--- src/rtl/swag_pkg.sv ---
package swag_pkg;
  // Area codes name which of the three row word addresses a lane reads.
  typedef enum logic [1:0] {
    AREA_FIRST  = 2'd0,
    AREA_SECOND = 2'd1,
    AREA_THIRD  = 2'd2
  } area_e;

  localparam int AREA_N = 3;
endpackage

--- src/rtl/swag_coord.sv ---
module swag_coord #(
  parameter int VEC_W    = 6,
  parameter int COL_W    = 6,
  parameter int ROW_W    = 6,
  parameter int OFS_W    = 2,
  parameter int OFS_STEP = 16,
  parameter int ORG_X    = 24,
  parameter int ORG_Y    = 24
) (
  input  logic signed [VEC_W-1:0] vec_x,
  input  logic signed [VEC_W-1:0] vec_y,
  input  logic [OFS_W-1:0]        win_ofs,
  output logic [COL_W-1:0]        phys_x,
  output logic [ROW_W-1:0]        phys_y
);
  // Origin plus vector, reduced to the ring width (power of two).
  function automatic logic [COL_W-1:0] place_col(input logic signed [VEC_W-1:0] v);
    int s;
    s = ORG_X + int'(v);
    return s[COL_W-1:0];
  endfunction

  function automatic logic [ROW_W-1:0] place_row(input logic signed [VEC_W-1:0] v);
    int s;
    s = ORG_Y + int'(v);
    return s[ROW_W-1:0];
  endfunction

  // The window start is added to the column only.
  function automatic logic [COL_W-1:0] ring_col(input logic [COL_W-1:0] lx,
                                                input logic [OFS_W-1:0] ofs);
    logic [COL_W-1:0] shift;
    shift = COL_W'(OFS_STEP) * COL_W'(ofs);
    return lx + shift;
  endfunction

  logic [COL_W-1:0] log_x;

  assign log_x  = place_col(vec_x);
  assign phys_x = ring_col(log_x, win_ofs);
  assign phys_y = place_row(vec_y);
endmodule

--- src/rtl/swag_row_seq.sv ---
module swag_row_seq #(
  parameter int ROWS       = 16,
  parameter int LINE_WORDS = 8,
  parameter int COL_W      = 6,
  parameter int ROW_W      = 6,
  parameter int PH_W       = 3,
  parameter int GRP_W      = 3,
  parameter int ADDR_W     = 9,
  parameter int RCNT_W     = 4,
  parameter int AREA_N     = 3
) (
  input  logic                     clk,
  input  logic                     rst_n,
  input  logic                     start,
  input  logic [COL_W-1:0]         phys_x,
  input  logic [ROW_W-1:0]         phys_y,
  output logic                     row_valid,
  output logic [RCNT_W-1:0]        row_idx,
  output logic                     row_done,
  output logic [AREA_N*ADDR_W-1:0] word_addr,
  output logic [PH_W-1:0]          phase,
  output logic                     launch,
  output logic                     last_row
);
  function automatic logic [ADDR_W-1:0] word_of(input logic [ROW_W-1:0] line,
                                                input logic [GRP_W-1:0] grp);
    return {line, grp};
  endfunction

  logic [AREA_N*ADDR_W-1:0] first_addr;

  for (genvar j = 0; j < AREA_N; j++) begin : g_area
    assign first_addr[j*ADDR_W +: ADDR_W] =
      word_of(phys_y, phys_x[COL_W-1:PH_W] + GRP_W'(j));
  end

  assign launch   = start && !row_valid;
  assign last_row = row_valid && (row_idx == RCNT_W'(ROWS - 1));

  always_ff @(posedge clk) begin
    if (!rst_n) begin
      row_valid <= 1'b0;
      row_idx   <= '0;
      row_done  <= 1'b0;
      word_addr <= '0;
      phase     <= '0;
    end else begin
      row_done <= 1'b0;
      if (launch) begin
        row_valid <= 1'b1;
        row_idx   <= '0;
        word_addr <= first_addr;
        phase     <= phys_x[PH_W-1:0];
      end else if (row_valid) begin
        if (last_row) begin
          row_valid <= 1'b0;
          row_done  <= 1'b1;
        end else begin
          row_idx <= row_idx + RCNT_W'(1);
          for (int j = 0; j < AREA_N; j++) begin
            word_addr[j*ADDR_W +: ADDR_W] <=
              word_addr[j*ADDR_W +: ADDR_W] + ADDR_W'(LINE_WORDS);
          end
        end
      end
    end
  end
endmodule

--- src/rtl/swag_lane_map.sv ---
module swag_lane_map #(
  parameter int LANES  = 16,
  parameter int NRAM   = 8,
  parameter int PH_W   = 3,
  parameter int ADDR_W = 9,
  parameter int AREA_N = 3
) (
  input  logic [PH_W-1:0]          phase,
  input  logic [AREA_N*ADDR_W-1:0] word_addr,
  output logic [LANES*2-1:0]       lane_sel,
  output logic [NRAM*ADDR_W-1:0]   ram_addr_a,
  output logic [NRAM*ADDR_W-1:0]   ram_addr_b
);
  import swag_pkg::*;

  // Area of lane k: (phase + k) div NRAM.
  function automatic area_e lane_area(input logic [PH_W-1:0] ph, input int k);
    logic [PH_W+1:0] s;
    s = {2'b00, ph} + (PH_W+2)'(k);
    return area_e'(s[PH_W+1:PH_W]);
  endfunction

  // RAMs left of the phase hold the row's first pixel one group later.
  function automatic logic ram_shifted(input int m, input logic [PH_W-1:0] ph);
    return PH_W'(m) < ph;
  endfunction

  logic [ADDR_W-1:0] a0, a1, a2;
  assign a0 = word_addr[0*ADDR_W +: ADDR_W];
  assign a1 = word_addr[1*ADDR_W +: ADDR_W];
  assign a2 = word_addr[2*ADDR_W +: ADDR_W];

  for (genvar k = 0; k < LANES; k++) begin : g_lane
    assign lane_sel[k*2 +: 2] = lane_area(phase, k);
  end

  for (genvar m = 0; m < NRAM; m++) begin : g_ram
    logic shifted;
    assign shifted = ram_shifted(m, phase);
    assign ram_addr_a[m*ADDR_W +: ADDR_W] = shifted ? a1 : a0;
    assign ram_addr_b[m*ADDR_W +: ADDR_W] = shifted ? a2 : a1;
  end
endmodule

--- src/rtl/sw_addr_gen.sv ---
module sw_addr_gen #(
  parameter int BUF_W    = 64,
  parameter int BUF_H    = 64,
  parameter int NRAM     = 8,
  parameter int LANES    = 16,
  parameter int ROWS     = 16,
  parameter int OFS_STEP = 16,
  parameter int VEC_W    = 6,
  parameter int ORG_X    = 24,
  parameter int ORG_Y    = 24,
  localparam int COL_W      = $clog2(BUF_W),
  localparam int ROW_W      = $clog2(BUF_H),
  localparam int PH_W       = $clog2(NRAM),
  localparam int GRP_W      = COL_W - PH_W,
  localparam int ADDR_W     = ROW_W + GRP_W,
  localparam int OFS_W      = $clog2(BUF_W / OFS_STEP),
  localparam int RCNT_W     = $clog2(ROWS),
  localparam int LINE_WORDS = BUF_W / NRAM,
  localparam int AREA_N     = swag_pkg::AREA_N
) (
  input  logic                     clk,
  input  logic                     rst_n,
  input  logic                     start,
  input  logic signed [VEC_W-1:0]  vec_x,
  input  logic signed [VEC_W-1:0]  vec_y,
  input  logic [OFS_W-1:0]         win_ofs,
  output logic                     row_valid,
  output logic [RCNT_W-1:0]        row_idx,
  output logic                     row_done,
  output logic [AREA_N*ADDR_W-1:0] word_addr,
  output logic [NRAM*ADDR_W-1:0]   ram_addr_a,
  output logic [NRAM*ADDR_W-1:0]   ram_addr_b,
  output logic [LANES*2-1:0]       lane_sel
);
  logic [COL_W-1:0] phys_x;
  logic [ROW_W-1:0] phys_y;
  logic [PH_W-1:0]  phase;
  logic             launch;
  logic             last_row;

  swag_coord #(
    .VEC_W(VEC_W), .COL_W(COL_W), .ROW_W(ROW_W), .OFS_W(OFS_W),
    .OFS_STEP(OFS_STEP), .ORG_X(ORG_X), .ORG_Y(ORG_Y)
  ) u_coord (
    .vec_x(vec_x), .vec_y(vec_y), .win_ofs(win_ofs),
    .phys_x(phys_x), .phys_y(phys_y)
  );

  swag_row_seq #(
    .ROWS(ROWS), .LINE_WORDS(LINE_WORDS), .COL_W(COL_W), .ROW_W(ROW_W),
    .PH_W(PH_W), .GRP_W(GRP_W), .ADDR_W(ADDR_W), .RCNT_W(RCNT_W),
    .AREA_N(AREA_N)
  ) u_seq (
    .clk(clk), .rst_n(rst_n), .start(start),
    .phys_x(phys_x), .phys_y(phys_y),
    .row_valid(row_valid), .row_idx(row_idx), .row_done(row_done),
    .word_addr(word_addr), .phase(phase),
    .launch(launch), .last_row(last_row)
  );

  swag_lane_map #(
    .LANES(LANES), .NRAM(NRAM), .PH_W(PH_W), .ADDR_W(ADDR_W), .AREA_N(AREA_N)
  ) u_map (
    .phase(phase), .word_addr(word_addr), .lane_sel(lane_sel),
    .ram_addr_a(ram_addr_a), .ram_addr_b(ram_addr_b)
  );
endmodule

--- config.mk ---
export PLATFORM = sky130hd
export DESIGN_NAME = sw_addr_gen
export DESIGN_NICKNAME = d
export VERILOG_FILES = /design/src/rtl/swag_pkg.sv /design/src/rtl/swag_coord.sv /design/src/rtl/swag_row_seq.sv /design/src/rtl/swag_lane_map.sv /design/src/rtl/sw_addr_gen.sv
export SDC_FILE = /design/constraint.sdc
export NUM_CORES = 1
export LEC_CHECK = 0
export BUFFER_PORTS_ARGS = -buffer_cell sky130_fd_sc_hd__buf_2
export CAP_MARGIN = 20
export CORE_UTILIZATION = 40
export DETAILED_ROUTE_END_ITERATION = 10
export GPL_ROUTABILITY_DRIVEN = 0
export PLACE_DENSITY = 0.71
export SYNTH_ARGS = -nofsm -noshare
export SYNTH_HDL_FRONTEND = slang
export SYNTH_SLANG_ARGS = --single-unit
--- constraint.sdc ---
create_clock -name clk -period 3.62 [get_ports clk]
set_clock_uncertainty 0.1 [all_clocks]
set_input_delay 0.181 -clock clk [delete_from_list [all_inputs] [get_ports clk]]
set_output_delay 0.181 -clock clk [all_outputs]
set_load 0.05 [all_outputs]
==> results.sh, run 1 <==
export IMPL_worstSetupPathType="register to primary output"
export IMPL_grt_max_degree=27
export IMPL_cp_data_required_time_ps=3340
export IMPL_grtUsageMet3_pct=4.366
export IMPL_antenna_found_initial=0
export IMPL_rows=34
export IMPL_drive_above_1_share_pct=52.17
export IMPL_worst_slew_pin_slew_ps=1037
export IMPL_rsz0062_at_grt="no"
export IMPL_dieArea_um2=9609
export IMPL_grt_total_usage_pct=24.60
export IMPL_p_leak_nw=2.700
export IMPL_max_freq_ghz=0.3120
export IMPL_post_cts_setup_buffers=0
export IMPL_power_mw=2.246
export IMPL_synth_cells=472
export IMPL_hold_viol=0
export IMPL_cts_resized=0
export IMPL_startpoint="u_seq.phase[2]"
export IMPL_finalCritPeriodShare_pct=88.54
export IMPL_setup_violations_final=0
export IMPL_cts_sinks=35
export IMPL_cts_buffer_depth=2
export IMPL_insertion_delay_ps=290
export IMPL_grt_first_pass_wirelength_um=18870
export IMPL_htreeDepth=2
export IMPL_synthToLayoutAreaGrowth_pct=23.51
export IMPL_synthDistinctLibCells=41
export IMPL_antenna_left=0
export IMPL_final_cell_mix="214 x buf_2, 140 x nand2_1, 72 x mux2_2"
export IMPL_netlist_area_um2=3689
export IMPL_endpoint_kind="primary output"
export IMPL_period_minus_slack_ps=3205
export IMPL_antenna_cells=0
export IMPL_fin_tns_setup_ps=0
export IMPL_port_buffers=214
export IMPL_busiest_layer="met2"
export IMPL_status="finished with violations"
export IMPL_grt_pass1_vias=3403
export IMPL_yosys_warnings=0
export IMPL_ys_seq_area_share_pct=19.00
export IMPL_power_density_nw_per_um2=493.0
export IMPL_ir_drop_mv=0.1645
export IMPL_hold_path_class="input pin to register"
export IMPL_met1_usage_pct=30.76
export IMPL_start_util_pct=41.89
export IMPL_fin_nets=648
export IMPL_root_buffer="clkbuf_8"
export IMPL_clkSlewWorstSetupHoldPaths_ps=70
export IMPL_post_drt_via_cell_ratio=5.218
export IMPL_slew_headroom_pct=30.80
export IMPL_routed_via_count=3814
export IMPL_grt_use_met2_pct=42.69
export IMPL_die_height_um=98.03
export IMPL_cts_buffers=5
export IMPL_startpoint_type="register"
export IMPL_fillers=871
export IMPL_regToRegSetupSlack_ps=1450
export IMPL_wl_um=12330
export IMPL_cts_tree="built"
export IMPL_wl_per_cell_um=16.87
export IMPL_dr_first_iter_drc_count=143
export IMPL_critPathArrivalTime_ps=2920
export IMPL_regArea_um2=700.7
export IMPL_min_from="vec_x[0]"
export IMPL_ys_ff_latch=35
export IMPL_grt_ovfl_total=0
export IMPL_multi_input_area_um2=2435
export IMPL_cap_viol_max_count=0
export IMPL_detailed_place_hpwl_um=8741
export IMPL_cp_max_fo=21
export IMPL_fp_dieW_um=98.03
export IMPL_io_pin_count=226
export IMPL_failed_checks="design-rule violations"
export IMPL_firstDrtPassIters=9
export IMPL_layout_commonest_cell="buf_2"
export IMPL_drcViolationCount=17
export IMPL_slew_viol_final=0
export IMPL_core_um2=8806
export IMPL_syn_area_per_cell_um2=7.815
export IMPL_r2r_start="u_seq.row_idx[0]"
export IMPL_cts_hold_buf=0
synth_stat cells, drive strengths merged:
cell type	count	share of area, %
and4	3	0.71
buf	55	12
ha	9	3.1
a31oi	3	0.51
or3	2	0.47
and2	1	0.17
conb	2	0.20
nor2b	1	0.17
clkbuf	29	3.0
a311oi	6	1.4
nand2	141	14
xnor2	9	2.1
nor2	6	0.61
clkinv	1	0.10
inv	15	1.6
mux2	90	29
a211oi	6	1.2
nand2b	1	0.17
dfxtp	35	19
or4b	1	0.27
o311ai	3	0.71
o211a	3	0.81
xor2	6	1.4
nand3	5	0.81
a21boi	7	1.4
a21oi	9	1.2
and3	10	1.7
o21ai	6	0.81
nor3	6	0.81
nand4	1	0.17
logic make-up after synthesis:
family | after synthesis | share of synthesized area [%]
xor gates and xnor gates | 15 | 3.562
adders and majority gates | 9 | 3.053
buffers and inverters | 100 | 16.25
and+or+nand+nor | 178 | 20.49
other | 2 | 0.2036
muxes | 90 | 29.31
AOI/OAI and AO/OA | 43 | 8.141
DFF | 35 | 19.00
cell type report:
type	instances	area share (%)
flip-flops and latches	35	15.38
repair buffers	218	24.17
well taps	108	2.966
clock inverters	2	0.8514
multi-input cells	346	53.45
clock buffers	6	1.813
inverters	16	1.373
worst paths after layout:
kind | to | depth (start not counted)
setup / recovery | ram_addr_b[42] | 6
hold / removal | u_seq.phase[0] | 3
setup reg to reg | u_seq.word_addr[14] | 5
hold reg to reg | u_seq.row_idx[1] | 2
power breakdown:
part	leakage, nW	total (mW)	switching, mW	internal [mW]
Clock	0.0618	0.379	0.152	0.227
Combinational	2.35	1.34	1.02	0.321
Sequential	0.288	0.529	0.113	0.416
Total	2.70	2.25	1.28	0.963
per-stage QoR:
stage | worst slack, ps | cells | hold WS [ps] | utilization (%) | area (µm²)
after floorplan | 1262 | 481 | 225.8 | - | 3722
after global placement | 879.6 | 723 | 336.3 | 50.36 | 4434
after detailed placement | 733.2 | 723 | 341.4 | 50.36 | 4434
after CTS | 413.9 | 731 | 34.76 | 51.73 | 4556
after global routing | 255.1 | 731 | 53.50 | 51.73 | 4556
final | 414.7 | 731 | 44.48 | 51.73 | 4556
registers in the layout, indices dropped and copies added, names as in the netlist:
register,cells
u_seq.phase,3
u_seq.row_done,1
u_seq.row_idx,4
u_seq.row_valid,1
u_seq.word_addr,26
critical path, cell delays in order (launching register included):
cell and delay (ps):
dfxtp_1 510, buf_4 310, o21ai_2 370, clkinv_1 890, nand2_1 270, nand2_1 60
buf_2 210
routing by layer:
layer	share of wire [%]	up-vias
li1	-	1828
met1	42	1794
met2	50	178
met3	6.6	14
met4	1.8	0
met5	0	-
No activity file was read; power rests on OpenSTA's default activity.
==> run 2: changes to the inputs <==
--- a/config.mk
+++ b/config.mk
@@ -10,7 +10,7 @@
 export CORE_UTILIZATION = 40
 export DETAILED_ROUTE_END_ITERATION = 10
 export GPL_ROUTABILITY_DRIVEN = 0
-export PLACE_DENSITY = 0.71
+export PLACE_DENSITY_LB_ADDON = 0.2
 export SYNTH_ARGS = -nofsm -noshare
 export SYNTH_HDL_FRONTEND = slang
 export SYNTH_SLANG_ARGS = --single-unit
==> run 2 against run 1 <==
Net effect:
- sequential cell count is the same
- first-iteration DRC count shrank 3.5%
- the flow still finishes with violations (design-rule violations)
- worst hold slack gained 6.2 ps
- maximum frequency grew 20%
- global-route usage grew 0.70 points
- register-to-register slack lost 20 ps
- wire length grew 1.0%
- via count shrank 1.9%
- critical path type unchanged
- combinational power is essentially flat
==> results.sh, run 2 (synthesis gave the netlist of run 1 again) <==
export IMPL_status="finished with violations"
export IMPL_failed_checks="design-rule violations"
export IMPL_io_pin_count=226
export IMPL_htreeDepth=2
export IMPL_ir_drop_mv=0.2159
export IMPL_grt_max_degree=27
export IMPL_wl_per_cell_um=16.99
export IMPL_fp_dieW_um=98.03
export IMPL_critPathBufInv=4
export IMPL_cpPeakStageDelay_ps=650
export IMPL_cts_buffers=5
export IMPL_antenna_left=0
export IMPL_hold_path_class="input pin to register"
export IMPL_final_cell_mix="214 x buf_2, 140 x nand2_1, 72 x mux2_2"
export IMPL_dp_slack_ps=1280
export IMPL_crit_path_cell_trace="nand2_1, buf_4, inv_1, nand2_2, inv_4, mux2_2, buf_2"
export IMPL_dieArea_um2=9609
export IMPL_dr_first_iter_drc_count=138
export IMPL_drcViolationCount=17
export IMPL_detailed_place_hpwl_um=8670
export IMPL_period_minus_slack_ps=2675
export IMPL_cap_viol_max_count=0
export IMPL_synthToLayoutAreaGrowth_pct=23.81
export IMPL_startpoint_type="register"
export IMPL_firstDrtPassIters=8
export IMPL_fin_ws_ps=945.5
export IMPL_grt_total_usage_pct=25.30
export IMPL_reg_largest_list="u_seq.word_addr: 26 flops, u_seq.row_idx: 4 flops, u_seq.phase: 3 flops"
export IMPL_routed_via_count=3740
export IMPL_grt_ovfl_total=0
export IMPL_holdWs_ps=50.71
export IMPL_cp_data_required_time_ps=3340
export IMPL_largest_register="u_seq.word_addr"
export IMPL_endpoint_kind="primary output"
export IMPL_wl_um=12460
export IMPL_insertion_delay_ps=290
export IMPL_power_density_nw_per_um2=493.7
export IMPL_worstSetupPathType="register to primary output"
export IMPL_rows=34
export IMPL_fin_tns_setup_ps=0
export IMPL_die_height_um=98.03
export IMPL_p_leak_nw=2.709
export IMPL_worst_slew_pin_slew_ps=926.2
export IMPL_start_util_pct=41.89
export IMPL_crit_family="buffers and inverters"
export IMPL_port_buffers=214
export IMPL_largest_register_ffs=26
export IMPL_slew_viol_final=0
export IMPL_crit_slowest_cell="dfxtp_1"
export IMPL_layout_commonest_cell="buf_2"
export IMPL_root_buffer="clkbuf_8"
export IMPL_p_int_mw=0.9644
export IMPL_p_sw_share_pct=57.23
export IMPL_fillers=884
export IMPL_slew_headroom_pct=38.25
export IMPL_drive_above_1_share_pct=52.16
export IMPL_seqPwrFrac_pct=23.6
export IMPL_rsz0062_at_grt="no"
export IMPL_core_um2=8806
export IMPL_max_freq_ghz=0.3739
export IMPL_hold_viol=0
export IMPL_setup_violations_final=0
export IMPL_cts_sinks=35
export IMPL_cp_max_fo=20
export IMPL_fin_nets=650
export IMPL_grt_pass1_vias=3409
export IMPL_power_switching_mw=1.290
export IMPL_post_cts_setup_buffers=0
export IMPL_antenna_found_initial=0
export IMPL_post_drt_via_cell_ratio=5.102
export IMPL_clock_power_share_pct=17.1
export IMPL_cts_buffer_depth=2
export IMPL_cts_hold_buf=0
export IMPL_pwr_share_comb_pct=59.3
export IMPL_antenna_cells=0
export IMPL_cts_resized=0
export IMPL_finalCritPeriodShare_pct=73.88
export IMPL_clkSlewWorstSetupHoldPaths_ps=70
export IMPL_grt_first_pass_wirelength_um=19260
export IMPL_cts_tree="built"
export IMPL_critPathArrivalTime_ps=2390
==> run 2: final timing paths <==
kind / startpoint / to / slack (ps) / cells past startpoint
max: u_seq.phase[2] / ram_addr_b[61] / 950 / 7
min: vec_x[0] / u_seq.phase[0] / 50 / 3
max reg2reg: u_seq.row_idx[0] / u_seq.word_addr[24] / 1430 / 5
min reg2reg: u_seq.row_idx[1] / u_seq.row_idx[1] / 410 / 2
==> run 2: metrics by stage <==
stage | cell area, µm² | power, mW | util, % | std cells
2_1_floorplan | 3722 | 1.651 | - | 481
3_3_place_gp | 4446 | 1.871 | 50.48 | 725
3_5_place_dp | 4446 | 1.877 | 50.48 | 725
4_1_cts | 4567 | 2.260 | 51.86 | 733
5_1_grt | 4567 | 2.341 | 51.86 | 733
6_report | 4567 | 2.255 | 51.86 | 733
==> run 2: cell type report <==
cell class              instances  area (µm²)  share of cell area, %
well taps                     108       135.1                  2.959
clock inverters                 2       38.79                 0.8493
repair buffers                220        1116                  24.44
inverters                      16       62.56                  1.370
flip-flops and latches         35       700.7                  15.34
multi-input cells             346        2431                  53.23
clock buffers                   6       82.58                  1.808
==> run 2: power groups by stage <==
stage	Combinational [mW]	Clock, mW	Sequential [mW]
CTS	1.34	0.389	0.532
global route	1.39	0.405	0.545
finish	1.34	0.384	0.532
floorplan	1.09	0	0.559
global placement	1.33	0	0.539
detailed placement	1.34	0	0.542
==> run 2: per-layer routing <==
| layer | track usage (%) | wire length, µm |
|---|---|---|
| met1 | 31.55 | 5272 |
| met2 | 45.67 | 6305 |
| met3 | 2.792 | 701 |
| met4 | 7.226 | 176 |
| met5 | 0 | 0 |
==> run 2: worst register-to-register path, cell delays in order, from the launching register on <==
cell      delay [ps]
dfxtp_1          350
ha_1             240
nand3_2          170
and2_1           770
a211oi_1         160
a311oi_1         300
